[src/rtl/hlfsr_pkg.sv]
// Package: shared operation encoding for the grouped horizontal LFSR.
// Assumes nothing beyond the encoding being used consistently by all modules.
package hlfsr_pkg;

    // Per-cycle operation applied to the cell array.
    typedef enum logic [1:0] {
        OP_HOLD    = 2'd0,
        OP_SHIFT   = 2'd1,
        OP_CAPTURE = 2'd2
    } hlfsr_op_e;

endpackage

[src/rtl/hlfsr_op_decode.sv]
// Module: hlfsr_op_decode
// Turns the raw strobes into one operation, with capture ahead of shift.
// Assumes the strobes are synchronous to the clock of the cell array.
module hlfsr_op_decode
    import hlfsr_pkg::*;
(
    input  logic      shift_en,
    input  logic      cap_en,
    output hlfsr_op_e op
);

    // Priority selection: capture, then shift, otherwise hold.
    always_comb begin
        if (cap_en) begin
            op = OP_CAPTURE;
        end else if (shift_en) begin
            op = OP_SHIFT;
        end else begin
            op = OP_HOLD;
        end
    end

endmodule

[src/rtl/hlfsr_group_next.sv]
// Module: hlfsr_group_next
// Next-state logic of one group. The group is a modular LFSR made of
// CPG segments of SEG cells, joined end to end. Stage 0 of each segment
// receives an injection bit. The stitch between segments, the wrap from
// the last stage and the polynomial taps are all gated by fb_en.
// Assumes SEG >= 2. Bit 0 of TAPS is unused because stage 0 always
// takes the feedback.
module hlfsr_group_next #(
    parameter int CPG  = 2,
    parameter int SEG  = 4,
    parameter int GLEN = CPG * SEG,
    parameter logic [GLEN-1:0] TAPS = '0
) (
    input  logic [GLEN-1:0] cur,
    input  logic [CPG-1:0]  inj,
    input  logic            fb_en,
    output logic [GLEN-1:0] nxt
);

    logic fb;

    // Group feedback bit: the last stage, passed only while feedback is on.
    always_comb fb = cur[GLEN-1] & fb_en;

    for (genvar k = 0; k < CPG; k++) begin : g_seg
        for (genvar j = 0; j < SEG; j++) begin : g_cell
            localparam int I = k * SEG + j;
            if (I == 0) begin : g_head
                // First stage of the group: injection XOR wrap feedback.
                always_comb nxt[I] = inj[k] ^ fb;
            end else if (j == 0) begin : g_stitch
                // Segment entry: injection XOR the gated previous scan-out, plus tap.
                always_comb nxt[I] = inj[k] ^ (cur[I-1] & fb_en)
                                   ^ (TAPS[I] ? fb : 1'b0);
            end else begin : g_body
                // Plain stage: shift from the previous stage, plus tap.
                always_comb nxt[I] = cur[I-1] ^ (TAPS[I] ? fb : 1'b0);
            end
        end
    end

endmodule

[src/rtl/hlfsr_state_reg.sv]
// Module: hlfsr_state_reg
// The cell array register. It resets, holds, takes the shifted next state
// or takes the parallel capture value, as the decoded operation selects.
// Assumes a synchronous active-low reset.
module hlfsr_state_reg
    import hlfsr_pkg::*;
#(
    parameter int W = 16
) (
    input  logic      clk,
    input  logic      rst_n,
    input  hlfsr_op_e op,
    input  logic [W-1:0] shift_nxt,
    input  logic [W-1:0] cap_data,
    output logic [W-1:0] q
);

    // Cell array update with the selected source.
    always_ff @(posedge clk) begin
        if (!rst_n) begin
            q <= '0;
        end else begin
            case (op)
                OP_CAPTURE: q <= cap_data;
                OP_SHIFT:   q <= shift_nxt;
                default:    q <= q;
            endcase
        end
    end

    AST_RESET_CLEAR: assert property (@(posedge clk) !rst_n |=> (q == '0));

    AST_HOLD_STABLE: assert property (@(posedge clk) disable iff (!rst_n)
        (op == OP_HOLD) |=> $stable(q));

    AST_CAPTURE_LOAD: assert property (@(posedge clk) disable iff (!rst_n)
        (op == OP_CAPTURE) |=> (q == $past(cap_data)));

endmodule

[src/rtl/hlfsr_grouped.sv]
// Module: hlfsr_grouped
// Top level of the grouped horizontal scan-chain LFSR. It holds NUM_GROUPS
// groups of CHAINS_PER_GROUP chains, each with CHAIN_LEN-1 cells. The first
// bit-slice lives outside this block. Group g uses TAPS[g*GRP_LEN +: GRP_LEN]
// as its polynomial taps. Assumes CHAIN_LEN >= 3.
module hlfsr_grouped
    import hlfsr_pkg::*;
#(
    parameter int NUM_GROUPS       = 2,
    parameter int CHAINS_PER_GROUP = 2,
    parameter int CHAIN_LEN        = 5,
    parameter logic [NUM_GROUPS*CHAINS_PER_GROUP*(CHAIN_LEN-1)-1:0] TAPS = 16'h701C
) (
    input  logic clk,
    input  logic rst_n,
    input  logic shift_en,
    input  logic fb_en,
    input  logic cap_en,
    input  logic [NUM_GROUPS*CHAINS_PER_GROUP-1:0] inj,
    input  logic [NUM_GROUPS*CHAINS_PER_GROUP*(CHAIN_LEN-1)-1:0] cap_data,
    output logic [NUM_GROUPS*CHAINS_PER_GROUP*(CHAIN_LEN-1)-1:0] chain_state,
    output logic [NUM_GROUPS*CHAINS_PER_GROUP-1:0] scan_out
);

    localparam int NUM_CHAINS = NUM_GROUPS * CHAINS_PER_GROUP;
    localparam int SEG        = CHAIN_LEN - 1;
    localparam int GRP_LEN    = CHAINS_PER_GROUP * SEG;
    localparam int NUM_CELLS  = NUM_CHAINS * SEG;

    hlfsr_op_e            op;
    logic [NUM_CELLS-1:0] shift_nxt;

    hlfsr_op_decode u_dec (
        .shift_en (shift_en),
        .cap_en   (cap_en),
        .op       (op)
    );

    for (genvar g = 0; g < NUM_GROUPS; g++) begin : g_grp
        hlfsr_group_next #(
            .CPG  (CHAINS_PER_GROUP),
            .SEG  (SEG),
            .GLEN (GRP_LEN),
            .TAPS (TAPS[g*GRP_LEN +: GRP_LEN])
        ) u_next (
            .cur   (chain_state[g*GRP_LEN +: GRP_LEN]),
            .inj   (inj[g*CHAINS_PER_GROUP +: CHAINS_PER_GROUP]),
            .fb_en (fb_en),
            .nxt   (shift_nxt[g*GRP_LEN +: GRP_LEN])
        );
    end

    hlfsr_state_reg #(.W(NUM_CELLS)) u_reg (
        .clk       (clk),
        .rst_n     (rst_n),
        .op        (op),
        .shift_nxt (shift_nxt),
        .cap_data  (cap_data),
        .q         (chain_state)
    );

    for (genvar c = 0; c < NUM_CHAINS; c++) begin : g_out
        localparam int FIRST_IN_GRP = (c / CHAINS_PER_GROUP) * CHAINS_PER_GROUP;
        localparam int LAST_IN_GRP  = FIRST_IN_GRP + CHAINS_PER_GROUP - 1;

        // Scan-out tap: the last cell of each chain.
        always_comb scan_out[c] = chain_state[c*SEG + SEG - 1];

        AST_DRAIN_ENTRY: assert property (@(posedge clk) disable iff (!rst_n)
            (shift_en && !cap_en && !fb_en) |=> (chain_state[c*SEG] == $past(inj[c])));

        AST_DRAIN_EXIT: assert property (@(posedge clk) disable iff (!rst_n)
            (shift_en && !cap_en && !fb_en) |=>
            (scan_out[c] == $past(chain_state[c*SEG + SEG - 2])));

        if (c == FIRST_IN_GRP) begin : g_wrap
            AST_WRAP_FEED: assert property (@(posedge clk) disable iff (!rst_n)
                (shift_en && !cap_en && fb_en) |=>
                (chain_state[c*SEG] == $past(inj[c] ^ scan_out[LAST_IN_GRP])));
        end else begin : g_link
            AST_STITCH_FEED: assert property (@(posedge clk) disable iff (!rst_n)
                (shift_en && !cap_en && fb_en && !TAPS[c*SEG]) |=>
                (chain_state[c*SEG] == $past(inj[c] ^ scan_out[c-1])));
        end
    end

endmodule

[config.mk]
export PLATFORM = sky130hd
export DESIGN_NAME = hlfsr_grouped
export DESIGN_NICKNAME = d
export VERILOG_FILES = /design/src/rtl/hlfsr_pkg.sv /design/src/rtl/hlfsr_op_decode.sv /design/src/rtl/hlfsr_group_next.sv /design/src/rtl/hlfsr_state_reg.sv /design/src/rtl/hlfsr_grouped.sv
export SDC_FILE = /design/constraint.sdc
export NUM_CORES = 1
export LEC_CHECK = 0
export BUFFER_PORTS_ARGS = -buffer_cell sky130_fd_sc_hd__buf_2
export CAP_MARGIN = 10
export CELL_PAD_IN_SITES_DETAIL_PLACEMENT = 1
export CELL_PAD_IN_SITES_GLOBAL_PLACEMENT = 1
export CORE_AREA = 2 2 58 60
export CTS_CLUSTER_SIZE = 24
export DETAILED_ROUTE_END_ITERATION = 10
export DIE_AREA = 0 0 60 62
export HOLD_SLACK_MARGIN = 0.02
export PLACE_DENSITY = 0.77
export SLEW_MARGIN = 10
export SYNTH_ARGS = -nofsm -noshare
export SYNTH_HDL_FRONTEND = slang
export SYNTH_SLANG_ARGS = --single-unit
[constraint.sdc]
create_clock -name clk -period 1.2 [get_ports clk]
set_input_delay 0.12 -clock clk [delete_from_list [all_inputs] [get_ports clk]]
set_output_delay 0.12 -clock clk [all_outputs]
set_load 0.01 [all_outputs]
==> tab_implementation.tex, run 1 <==
\begin{tabular}{lr}
\hline
Metric & Value \\
\hline
\multicolumn{2}{l}{\textbf{Outcome}} \\
\quad Run status & complete, no violations \\
\multicolumn{2}{l}{\textbf{Place}} \\
\quad Quantity of I/O buffers inserted on ports & 44 \\
\quad GPL Wtd Cong & 0.6833 \\
\quad Pre-CTS worst setup slack & 0.08854 ns \\
\quad Detailed placement HPWL & 1990 um \\
\multicolumn{2}{l}{\textbf{Clocking}} \\
\quad Clock latency of the later-clocked register in the worst-skew pair & 0.29 ns \\
\quad CTS Sinks & 16 \\
\quad Clock tree from TritonCTS & built \\
\quad Number of hold buffers added after CTS & 0 \\
\quad TritonCTS buffer count & 3 \\
\quad Maximum level of the CTS H-tree & 1 \\
\quad Number of buffers between clock root and the deepest sink & 2 \\
\quad Library cell used as clock root buffer & sky130\_fd\_sc\_hd\_\_clkbuf\_4 \\
\quad Clock-pin slew of the registers on the worst-case setup and hold paths & 0.11 ns \\
\multicolumn{2}{l}{\textbf{Detailed routing}} \\
\quad Routed Antenna Nets & 0 \\
\quad DR iter-0 viols & 24 \\
\quad Final Routed Wirelength & 2605 um \\
\quad Number of vias per cell after detailed routing & 4.881 \\
\quad Average detailed-routed wire length per instance & 13.50 um \\
\quad TritonRoute pass-1 iters & 4 \\
\quad Number of vias in the routed layout & 942 \\
\quad Residual DRC & 0 \\
\multicolumn{2}{l}{\textbf{GRT}} \\
\quad First-pass GRT wire length & 4064 um \\
\quad Number of global-route vias before repair & 950 \\
\quad Pin count of the biggest net entering global routing & 24 \\
\quad Number of antenna violations at the first check in global routing & 0 \\
\quad Remaining Overflow, GRT & 0 \\
\quad GRT Overall Usage & 14.59\% \\
\multicolumn{2}{l}{\textbf{Die}} \\
\quad Die span in y & 62 um \\
\quad Total die area & 3720 um\^{}2 \\
\quad Starting utilization of the core area & 30.74\% \\
\quad Ports placed on the boundary & 45 \\
\quad Floorplan die width & 60 um \\
\quad Area of the core region & 3179 um\^{}2 \\
\quad Rows & 21 \\
\multicolumn{2}{l}{\textbf{STA}} \\
\quad Remaining max-slew budget at the tightest pin & 76.41\% \\
\quad Final Slew Violations & 0 \\
\quad Tightest Pin Transition & 0.3539 ns \\
\quad Setup violators final & 0 \\
\quad Final worst setup slack & 0.08562 ns \\
\quad Period Utilization, post-route & 92.86\% \\
\quad Clock skew & 0.003480 ns \\
\quad Aggregate negative setup slack & 0 ns \\
\quad Final critical delay including setup and external delays & 1.114 ns \\
\quad Highest Clock Rate & 897.4 MHz \\
\quad RSZ-0062 raised after global routing & false \\
\quad Hold Violations, Final & 0 \\
\multicolumn{2}{l}{\textbf{Synth}} \\
\quad Post-synthesis area per instance & 9.048 um\^{}2 \\
\quad Share of synthesized area occupied by flip-flops and latches & 32.78\% \\
\quad Post-synth top flop & sky130\_fd\_sc\_hd\_\_dfxtp\_1 \\
\quad Net Count, Synth & 133 \\
\quad Top cell type's share of synthesized area & 32.78\% \\
\quad Warnings, synthesis & 0 \\
\quad Post-synthesis register bit count & 16 \\
\quad Unique cell type count in the Yosys netlist & 23 \\
\quad Post-synth EDFFs & 0 \\
\quad Cell types occupying the most area after synthesis & sky130\_fd\_sc\_hd\_\_dfxtp\_1, sky130\_fd\_sc\_hd\_\_mux2\_2, sky130\_fd\_sc\_hd\_\_mux2i\_1 \\
\quad Cell type with the largest total area after synthesis & sky130\_fd\_sc\_hd\_\_dfxtp\_1 \\
\quad Share of synthesized registers carrying an async set or reset & 0\% \\
\quad Synthesized area & 977.2 um\^{}2 \\
\quad Number of instances in the synthesized netlist & 108 \\
\multicolumn{2}{l}{\textbf{Layout}} \\
\quad Antenna diode count & 0 \\
\quad Max reg flops & 16 \\
\quad Largest register by flop count & u\_reg.q \\
\quad Final net count & 173 \\
\quad Proportion of layout cells with a drive suffix above 1 & 46.26\% \\
\quad Leading registers by flop count & u\_reg.q x16 \\
\quad Final core occ & 38.57\% \\
\quad Commonest cells after routing, fill and taps aside & sky130\_fd\_sc\_hd\_\_buf\_2, sky130\_fd\_sc\_hd\_\_dfxtp\_1, sky130\_fd\_sc\_hd\_\_nand3\_1 \\
\quad Leading cell type in the layout, fill and taps excluded & sky130\_fd\_sc\_hd\_\_buf\_2 \\
\quad Area growth, synth to finish & 25.48\% \\
\multicolumn{2}{l}{\textbf{Pwr}} \\
\quad PD cells & 1041 nW/um\^{}2 \\
\quad Overall power consumption & 1.276 mW \\
\quad Worst VDD drop & 249.6 uV \\
\quad Leakage power & 0.6264 nW \\
\multicolumn{2}{l}{\textbf{Worst setup path}} \\
\quad Buffers and inverters on the worst path & 2 \\
\quad Biggest fanout along the worst timing path & 8 \\
\quad Top cell family by delay on the critical path & flip-flops \\
\quad Launching element type of the critical path & flop \\
\quad Slowest cell on the critical path & sky130\_fd\_sc\_hd\_\_dfxtp\_1 \\
\quad Arrival time at the worst endpoint & 0.99 ns \\
\quad Nature of the critical path endpoint & primary output \\
\quad Worst setup path class & reg2out \\
\quad Stage delay of the slowest cell on the critical path & 0.39 ns \\
\quad Cell-by-cell trace of the critical path & buf\_4, buf\_2 \\
\quad Required time of the critical path & 1.08 ns \\
\multicolumn{2}{l}{\textbf{Flow run}} \\
\quad Max-capacitance violation count & 0 \\
\multicolumn{2}{l}{\textbf{Hold path}} \\
\quad Worst hold-check path type & in2reg \\
\hline
\end{tabular}
-- where the power goes --
part | switching [mW] | internal (mW) | total (mW)
clock | 0.191 | 0.185 | 0.376
combinational | 0.149 | 0.152 | 0.300
sequential | 0.0325 | 0.568 | 0.600
total | 0.372 | 0.904 | 1.28
-- area by class of cell --
type / instances / area (um^2)
clock buffer: 4 / 36.28
multi-input combinational: 77 / 536.8
sequential: 16 / 321.6
tap: 46 / 57.56
fill: 398 / 1953
inverter: 1 / 3.754
timing repair buffer: 49 / 270.3
-- final timing paths --
kind	from	endpoint	slack [ns]	cells after the start
setup / recovery	u_reg.q[7]	chain_state[7]	0.09	2
hold / removal	cap_data[3]	u_reg.q[3]	0.04	3
setup reg to reg	u_reg.q[15]	u_reg.q[15]	0.12	4
hold reg to reg	u_reg.q[12]	u_reg.q[13]	0.64	3
-- through the flow --
stage | hold WS [ns] | instances | cell area, um^2
final | 0.04251 | 193 | 1226
after global routing | 0.05054 | 193 | 1226
after CTS | 0.03716 | 193 | 1225
after detailed placement | 0.3523 | 189 | 1189
after global placement | 0.3380 | 189 | 1189
after floorplan | 0.2504 | 108 | 977.2
-- tightest hold or removal path: stages --
cell and delay (ns):
sky130_fd_sc_hd__buf_2 0.08, sky130_fd_sc_hd__nand3_1 0.05, sky130_fd_sc_hd__o21ai_0 0.06
-- synth_stat cells, drive strengths merged (4+ instances only) --
cell / n
a21o: 6
a31oi: 8
and2b: 6
buf: 10
clkbuf: 4
dfxtp: 16
mux2: 8
mux2i: 8
nand3: 14
nor2: 8
nor3b: 4
o21ai: 6
-- kinds of logic (layout without fill, tap and decap cells) --
family	count (synthesis)	after routing	share of synthesized area (%)
AND/OR/NAND/NOR	35	35	20.10
AO/OA/AOI/OAI	24	24	15.62
buffers and inverters	15	54	12.29
multiplexers	16	16	17.41
flip-flops	16	16	32.78
XOR/XNOR	2	2	1.793
-- metal layers --
metal  part of all wire, %  global-route usage (%)  up-vias
met5                     0                       0        -
met4                  0.54                   6.032        0
met3                   3.8                   2.484        2
met2                    54                   27.64       22
met1                    41                   16.04      461
li1                      -                       -      457
-- timing repair --
| action | CTS | global route |
|---|---|---|
| gates resized for setup | 0 | 1 |
| endpoints found under the hold margin | 0 | 0 |
| endpoints found under the setup margin | 0 | 4 |
| buffers inserted | 0 | 0 |
Note: power is estimated with default switching activity, not from simulation.
==> inputs of run 2 (changes only) <==
--- a/config.mk
+++ b/config.mk
@@ -5,16 +5,18 @@
 export SDC_FILE = /design/constraint.sdc
 export NUM_CORES = 1
 export LEC_CHECK = 0
+export ABC_AREA = 1
 export BUFFER_PORTS_ARGS = -buffer_cell sky130_fd_sc_hd__buf_2
 export CAP_MARGIN = 10
 export CELL_PAD_IN_SITES_DETAIL_PLACEMENT = 1
 export CELL_PAD_IN_SITES_GLOBAL_PLACEMENT = 1
 export CORE_AREA = 2 2 58 60
+export CTS_BUF_LIST = sky130_fd_sc_hd__clkbuf_8
 export CTS_CLUSTER_SIZE = 24
 export DETAILED_ROUTE_END_ITERATION = 10
 export DIE_AREA = 0 0 60 62
 export HOLD_SLACK_MARGIN = 0.02
-export PLACE_DENSITY = 0.77
+export PLACE_DENSITY = 0.79
 export SLEW_MARGIN = 10
 export SYNTH_ARGS = -nofsm -noshare
 export SYNTH_HDL_FRONTEND = slang
==> run 2 against run 1 <==
- non-clock buffer count down 3
- fmax grew 8.0%
- critical endpoint is now u_reg.q[2]
- sequential share of layout area is 0.95 points higher
- core utilization down 1.5 points
- cell area down 3.9%
- critical path depth up 3
- synthesized area decreased by 6.1%
==> tab_implementation.tex, run 2 <==
\begin{tabular}{lr}
\hline
Metric & Value \\
\hline
\multicolumn{2}{l}{\textbf{Layout}} \\
\quad Count of placed standard cells in the final layout, fillers left out & 223 (was 193) \\
\quad Largest register by flop count & u\_reg.q (unchanged) \\
\quad Final net count & 204 (was 173) \\
\quad Antenna diode count & 0 (unchanged) \\
\quad Leading registers by flop count & u\_reg.q x16 (unchanged) \\
\quad Commonest cells after routing, fill and taps aside & sky130\_fd\_sc\_hd\_\_buf\_2, sky130\_fd\_sc\_hd\_\_nand2\_1, sky130\_fd\_sc\_hd\_\_inv\_1 (was sky130\_fd\_sc\_hd\_\_buf\_2, sky130\_fd\_sc\_hd\_\_dfxtp\_1, sky130\_fd\_sc\_hd\_\_nand3\_1) \\
\quad Multi-input logic area & 432.9 um\^{}2 (was 536.8 um\^{}2) \\
\quad Post-route cell area & 1179 um\^{}2 (was 1226 um\^{}2) \\
\quad Proportion of layout cells with a drive suffix above 1 & 31.07\% (was 46.26\%) \\
\quad Max reg flops & 16 (unchanged) \\
\quad Leading cell type in the layout, fill and taps excluded & sky130\_fd\_sc\_hd\_\_buf\_2 (unchanged) \\
\quad Count of filler cells inserted in the layout & 430 (was 398) \\
\quad Area growth, synth to finish & 28.51\% (was 25.48\%) \\
\quad Sequential Area & 320.3 um\^{}2 (was 321.6 um\^{}2) \\
\multicolumn{2}{l}{\textbf{Clocking}} \\
\quad Maximum level of the CTS H-tree & 1 (unchanged) \\
\quad Number of buffers between clock root and the deepest sink & 2 (unchanged) \\
\quad CTS Sinks & 16 (unchanged) \\
\quad Number of hold buffers added after CTS & 0 (unchanged) \\
\quad Clock tree from TritonCTS & built (unchanged) \\
\quad Post\_cts resized & 0 (unchanged) \\
\quad Clock latency of the later-clocked register in the worst-skew pair & 0.25 ns (was 0.29 ns) \\
\quad Clock-pin slew of the registers on the worst-case setup and hold paths & 0.06 ns (was 0.11 ns) \\
\quad Library cell used as clock root buffer & sky130\_fd\_sc\_hd\_\_clkbuf\_8 (was sky130\_fd\_sc\_hd\_\_clkbuf\_4) \\
\quad Post-CTS Setup Inserts & 0 (unchanged) \\
\quad TritonCTS buffer count & 3 (unchanged) \\
\multicolumn{2}{l}{\textbf{Pwr}} \\
\quad Combinational cell fraction of total power & 20.5\% (was 23.5\%) \\
\quad PD cells & 1076 nW/um\^{}2 (was 1041 nW/um\^{}2) \\
\quad Worst VDD drop & 265.6 uV (was 249.6 uV) \\
\quad Clock network fraction of design power & 32.6\% (was 29.4\%) \\
\quad Sequential share of power & 46.9\% (was 47.0\%) \\
\quad Cell-internal power & 0.9018 mW (was 0.9045 mW) \\
\quad Net load switching power & 0.3658 mW (was 0.3719 mW) \\
\quad Switching Share & 28.86\% (was 29.13\%) \\
\quad Leakage power & 0.6588 nW (was 0.6264 nW) \\
\multicolumn{2}{l}{\textbf{Die}} \\
\quad Starting utilization of the core area & 28.85\% (was 30.74\%) \\
\quad Total die area & 3720 um\^{}2 (unchanged) \\
\quad Area of the core region & 3179 um\^{}2 (unchanged) \\
\quad Die span in y & 62 um (unchanged) \\
\quad Rows & 21 (unchanged) \\
\quad Ports placed on the boundary & 45 (unchanged) \\
\quad Floorplan die width & 60 um (unchanged) \\
\multicolumn{2}{l}{\textbf{STA}} \\
\quad Clock skew & 0.0005246 ns (was 0.003480 ns) \\
\quad RSZ-0062 raised after global routing & false (unchanged) \\
\quad Final critical delay including setup and external delays & 1.032 ns (was 1.114 ns) \\
\quad Tightest Pin Transition & 0.2581 ns (was 0.3539 ns) \\
\quad Hold Violations, Final & 0 (unchanged) \\
\quad Final-layout worst hold slack & 0.1640 ns (was 0.04251 ns) \\
\quad Final Slew Violations & 0 (unchanged) \\
\quad Highest Clock Rate & 969.0 MHz (was 897.4 MHz) \\
\quad Period Utilization, post-route & 86.00\% (was 92.86\%) \\
\quad Final worst setup slack & 0.1681 ns (was 0.08562 ns) \\
\quad Setup violators final & 0 (unchanged) \\
\quad Aggregate negative setup slack & 0 ns (unchanged) \\
\quad Remaining max-slew budget at the tightest pin & 82.77\% (was 76.41\%) \\
\multicolumn{2}{l}{\textbf{Synth}} \\
\quad Cell types occupying the most area after synthesis & sky130\_fd\_sc\_hd\_\_dfxtp\_1, sky130\_fd\_sc\_hd\_\_nand2\_1, sky130\_fd\_sc\_hd\_\_inv\_1 (was sky130\_fd\_sc\_hd\_\_dfxtp\_1, sky130\_fd\_sc\_hd\_\_mux2\_2, sky130\_fd\_sc\_hd\_\_mux2i\_1) \\
\quad Unique cell type count in the Yosys netlist & 21 (was 23) \\
\quad Post-synthesis area per instance & 6.694 um\^{}2 (was 9.048 um\^{}2) \\
\quad Post-synth top flop & sky130\_fd\_sc\_hd\_\_dfxtp\_1 (unchanged) \\
\quad Warnings, synthesis & 0 (unchanged) \\
\quad Net Count, Synth & 162 (was 133) \\
\quad Top cell type's share of synthesized area & 34.92\% (was 32.78\%) \\
\quad Share of synthesized area occupied by flip-flops and latches & 34.92\% (was 32.78\%) \\
\quad Post-synth EDFFs & 0 (unchanged) \\
\quad Synthesized area & 917.1 um\^{}2 (was 977.2 um\^{}2) \\
\quad Number of instances in the synthesized netlist & 137 (was 108) \\
\quad Post-synthesis register bit count & 16 (unchanged) \\
\quad Share of synthesized registers carrying an async set or reset & 0\% (unchanged) \\
\quad Most frequent cell after synthesis & sky130\_fd\_sc\_hd\_\_nand2\_1 (was sky130\_fd\_sc\_hd\_\_dfxtp\_1) \\
\quad Cell type with the largest total area after synthesis & sky130\_fd\_sc\_hd\_\_dfxtp\_1 (unchanged) \\
\quad Commonest cells in the synthesized netlist & sky130\_fd\_sc\_hd\_\_nand2\_1, sky130\_fd\_sc\_hd\_\_inv\_1, sky130\_fd\_sc\_hd\_\_dfxtp\_1, sky130\_fd\_sc\_hd\_\_nor2\_1 (was sky130\_fd\_sc\_hd\_\_dfxtp\_1, sky130\_fd\_sc\_hd\_\_nand3\_1) \\
\multicolumn{2}{l}{\textbf{GRT}} \\
\quad Pin count of the biggest net entering global routing & 15 (was 24) \\
\quad First-pass GRT wire length & 3933 um (was 4064 um) \\
\quad GRT Overall Usage & 14.14\% (was 14.59\%) \\
\quad Number of antenna violations at the first check in global routing & 0 (unchanged) \\
\quad Remaining Overflow, GRT & 0 (unchanged) \\
\quad Number of global-route vias before repair & 939 (was 950) \\
\multicolumn{2}{l}{\textbf{Detailed routing}} \\
\quad Residual DRC & 0 (unchanged) \\
\quad Average detailed-routed wire length per instance & 11.70 um (was 13.50 um) \\
\quad TritonRoute pass-1 iters & 4 (unchanged) \\
\quad DR iter-0 viols & 22 (was 24) \\
\quad Number of vias in the routed layout & 988 (was 942) \\
\quad Number of vias per cell after detailed routing & 4.430 (was 4.881) \\
\quad Routed Antenna Nets & 0 (unchanged) \\
\quad Final Routed Wirelength & 2609 um (was 2605 um) \\
\multicolumn{2}{l}{\textbf{Place}} \\
\quad Pre-CTS worst setup slack & 0.1829 ns (was 0.08854 ns) \\
\quad Post-DP Area & 1137 um\^{}2 (was 1189 um\^{}2) \\
\quad Detailed placement HPWL & 2107 um (was 1990 um) \\
\quad Cell Count Post-Placement & 220 (was 189) \\
\quad Quantity of I/O buffers inserted on ports & 44 (unchanged) \\
\quad GPL Wtd Cong & 0.8239 (was 0.6833) \\
\multicolumn{2}{l}{\textbf{Hold path}} \\
\quad Worst hold-check path type & in2reg (unchanged) \\
\quad Terminating pin of the worst hold path & u\_reg.q[11] (was u\_reg.q[3]) \\
\quad Cell count of the worst hold path & 5 (was 3) \\
\quad Beginning of the worst hold path & cap\_data[11] (was cap\_data[3]) \\
\multicolumn{2}{l}{\textbf{Outcome}} \\
\quad Run status & complete, no violations (unchanged) \\
\multicolumn{2}{l}{\textbf{Worst setup path}} \\
\quad Reg2Reg Setup Slack & 0.17 ns (was 0.12 ns) \\
\quad Required time of the critical path & 1.33 ns (was 1.08 ns) \\
\quad Slowest cell on the critical path & sky130\_fd\_sc\_hd\_\_dfxtp\_1 (unchanged) \\
\quad Worst r2r path cells & 5 (was 4) \\
\quad Worst setup path class & reg2reg (was reg2out) \\
\quad Beginning of the worst register-to-register path & u\_reg.q[7] (was u\_reg.q[15]) \\
\quad Stage delay of the slowest cell on the critical path & 0.39 ns (about the same) \\
\quad Nature of the critical path endpoint & flop (was primary output) \\
\quad Biggest fanout along the worst timing path & 5 (was 8) \\
\quad Arrival time at the worst endpoint & 1.17 ns (was 0.99 ns) \\
\quad Launching element type of the critical path & flop (unchanged) \\
\quad Endpoint of the worst register-to-register path & u\_reg.q[2] (was u\_reg.q[15]) \\
\quad Buffers and inverters on the worst path & 1 (was 2) \\
\quad Top cell family by delay on the critical path & flip-flops (unchanged) \\
\quad Cell-by-cell trace of the critical path & nand2\_1, inv\_1, nor2\_1, o21ai\_1, a21oi\_1 (was buf\_4, buf\_2) \\
\multicolumn{2}{l}{\textbf{Flow run}} \\
\quad Max-capacitance violation count & 0 (unchanged) \\
\hline
\end{tabular}
==> run 2: cell count changes after synthesis, moves of 4 or more <==
cell	change
sky130_fd_sc_hd__a21o_1	-6
sky130_fd_sc_hd__a21oi_1	+6
sky130_fd_sc_hd__a22oi_1	+7
sky130_fd_sc_hd__a31oi_1	-8
sky130_fd_sc_hd__and2b_2	-6
sky130_fd_sc_hd__inv_1	+20
sky130_fd_sc_hd__mux2_2	-8
sky130_fd_sc_hd__mux2i_1	-8
sky130_fd_sc_hd__nand2_1	+39
sky130_fd_sc_hd__nand3_1	-6
sky130_fd_sc_hd__nor3b_1	-4
sky130_fd_sc_hd__o211ai_1	+5
sky130_fd_sc_hd__o21ai_0	-6
sky130_fd_sc_hd__o21ai_1	+4
==> run 2: worst reg2reg max path: stages (launching register included) <==
cell,delay (ns)
sky130_fd_sc_hd__dfxtp_1,0.39
sky130_fd_sc_hd__nand2_1,0.13
sky130_fd_sc_hd__inv_1,0.13
sky130_fd_sc_hd__nor2_1,0.06
sky130_fd_sc_hd__o21ai_1,0.13
sky130_fd_sc_hd__a21oi_1,0.08
==> run 2: metal layers <==
| metal | vias to the layer above | part of all wire, % | GRT usage [%] |
|---|---|---|---|
| met5 | - | 0 | 0 |
| met4 | 0 | 0.96 | 5.714 |
| met3 | 3 | 4.3 | 1.863 |
| met2 | 26 | 51 | 26.86 |
| met1 | 450 | 43 | 15.88 |
| li1 | 509 | - | - |
==> run 2: through the flow <==
stage / util [%] / total power [mW]
final: 37.07 / 1.268
after global routing: 37.07 / 1.337
after CTS: 37.07 / 1.290
after detailed placement: 35.77 / 0.8702
after global placement: 35.77 / 0.8615
after floorplan: - / 0.7686
==> run 2: worst max path at each step <==
| stage | start | endpoint | slack [ns] | cells past startpoint |
|---|---|---|---|---|
| CTS | u_reg.q[7] | u_reg.q[2] | 0.16 | 5 |
| global placement | cap_en | u_reg.q[4] | 0.23 | 6 |
| global route | u_reg.q[7] | u_reg.q[2] | 0.05 | 5 |
| finish | u_reg.q[7] | u_reg.q[2] | 0.17 | 5 |
| detailed placement | u_reg.q[7] | u_reg.q[2] | 0.18 | 5 |
| floorplan | u_reg.q[7] | u_reg.q[4] | 0.23 | 7 |
==> run 2: layout make-up <==
| class | count | area share [%] |
|---|---|---|
| inverters | 23 | 7.749 |
| clock buffers | 3 | 3.503 |
| well taps | 46 | 4.883 |
| repair buffers | 46 | 19.96 |
| multi-input cells | 89 | 36.73 |
| flip-flops and latches | 16 | 27.18 |
==> run 2: power groups by stage <==
| stage | combinational [mW] | clock, mW | sequential, mW |
|---|---|---|---|
| 6_report | 0.260 | 0.413 | 0.595 |
| 3_5_place_dp | 0.263 | 0 | 0.607 |
| 5_1_grt | 0.292 | 0.445 | 0.600 |
| 2_1_floorplan | 0.150 | 0 | 0.618 |
| 3_3_place_gp | 0.256 | 0 | 0.605 |
| 4_1_cts | 0.265 | 0.430 | 0.595 |
==> run 2: cell families after synthesis <==
group	after synthesis	share of synthesized area [%]
and+or+nand+nor	64	29.88
buffers and inverters	32	17.87
AOI/OAI and AO/OA	24	16.37
DFF	16	34.93
xor gates and xnor gates	1	0.9552
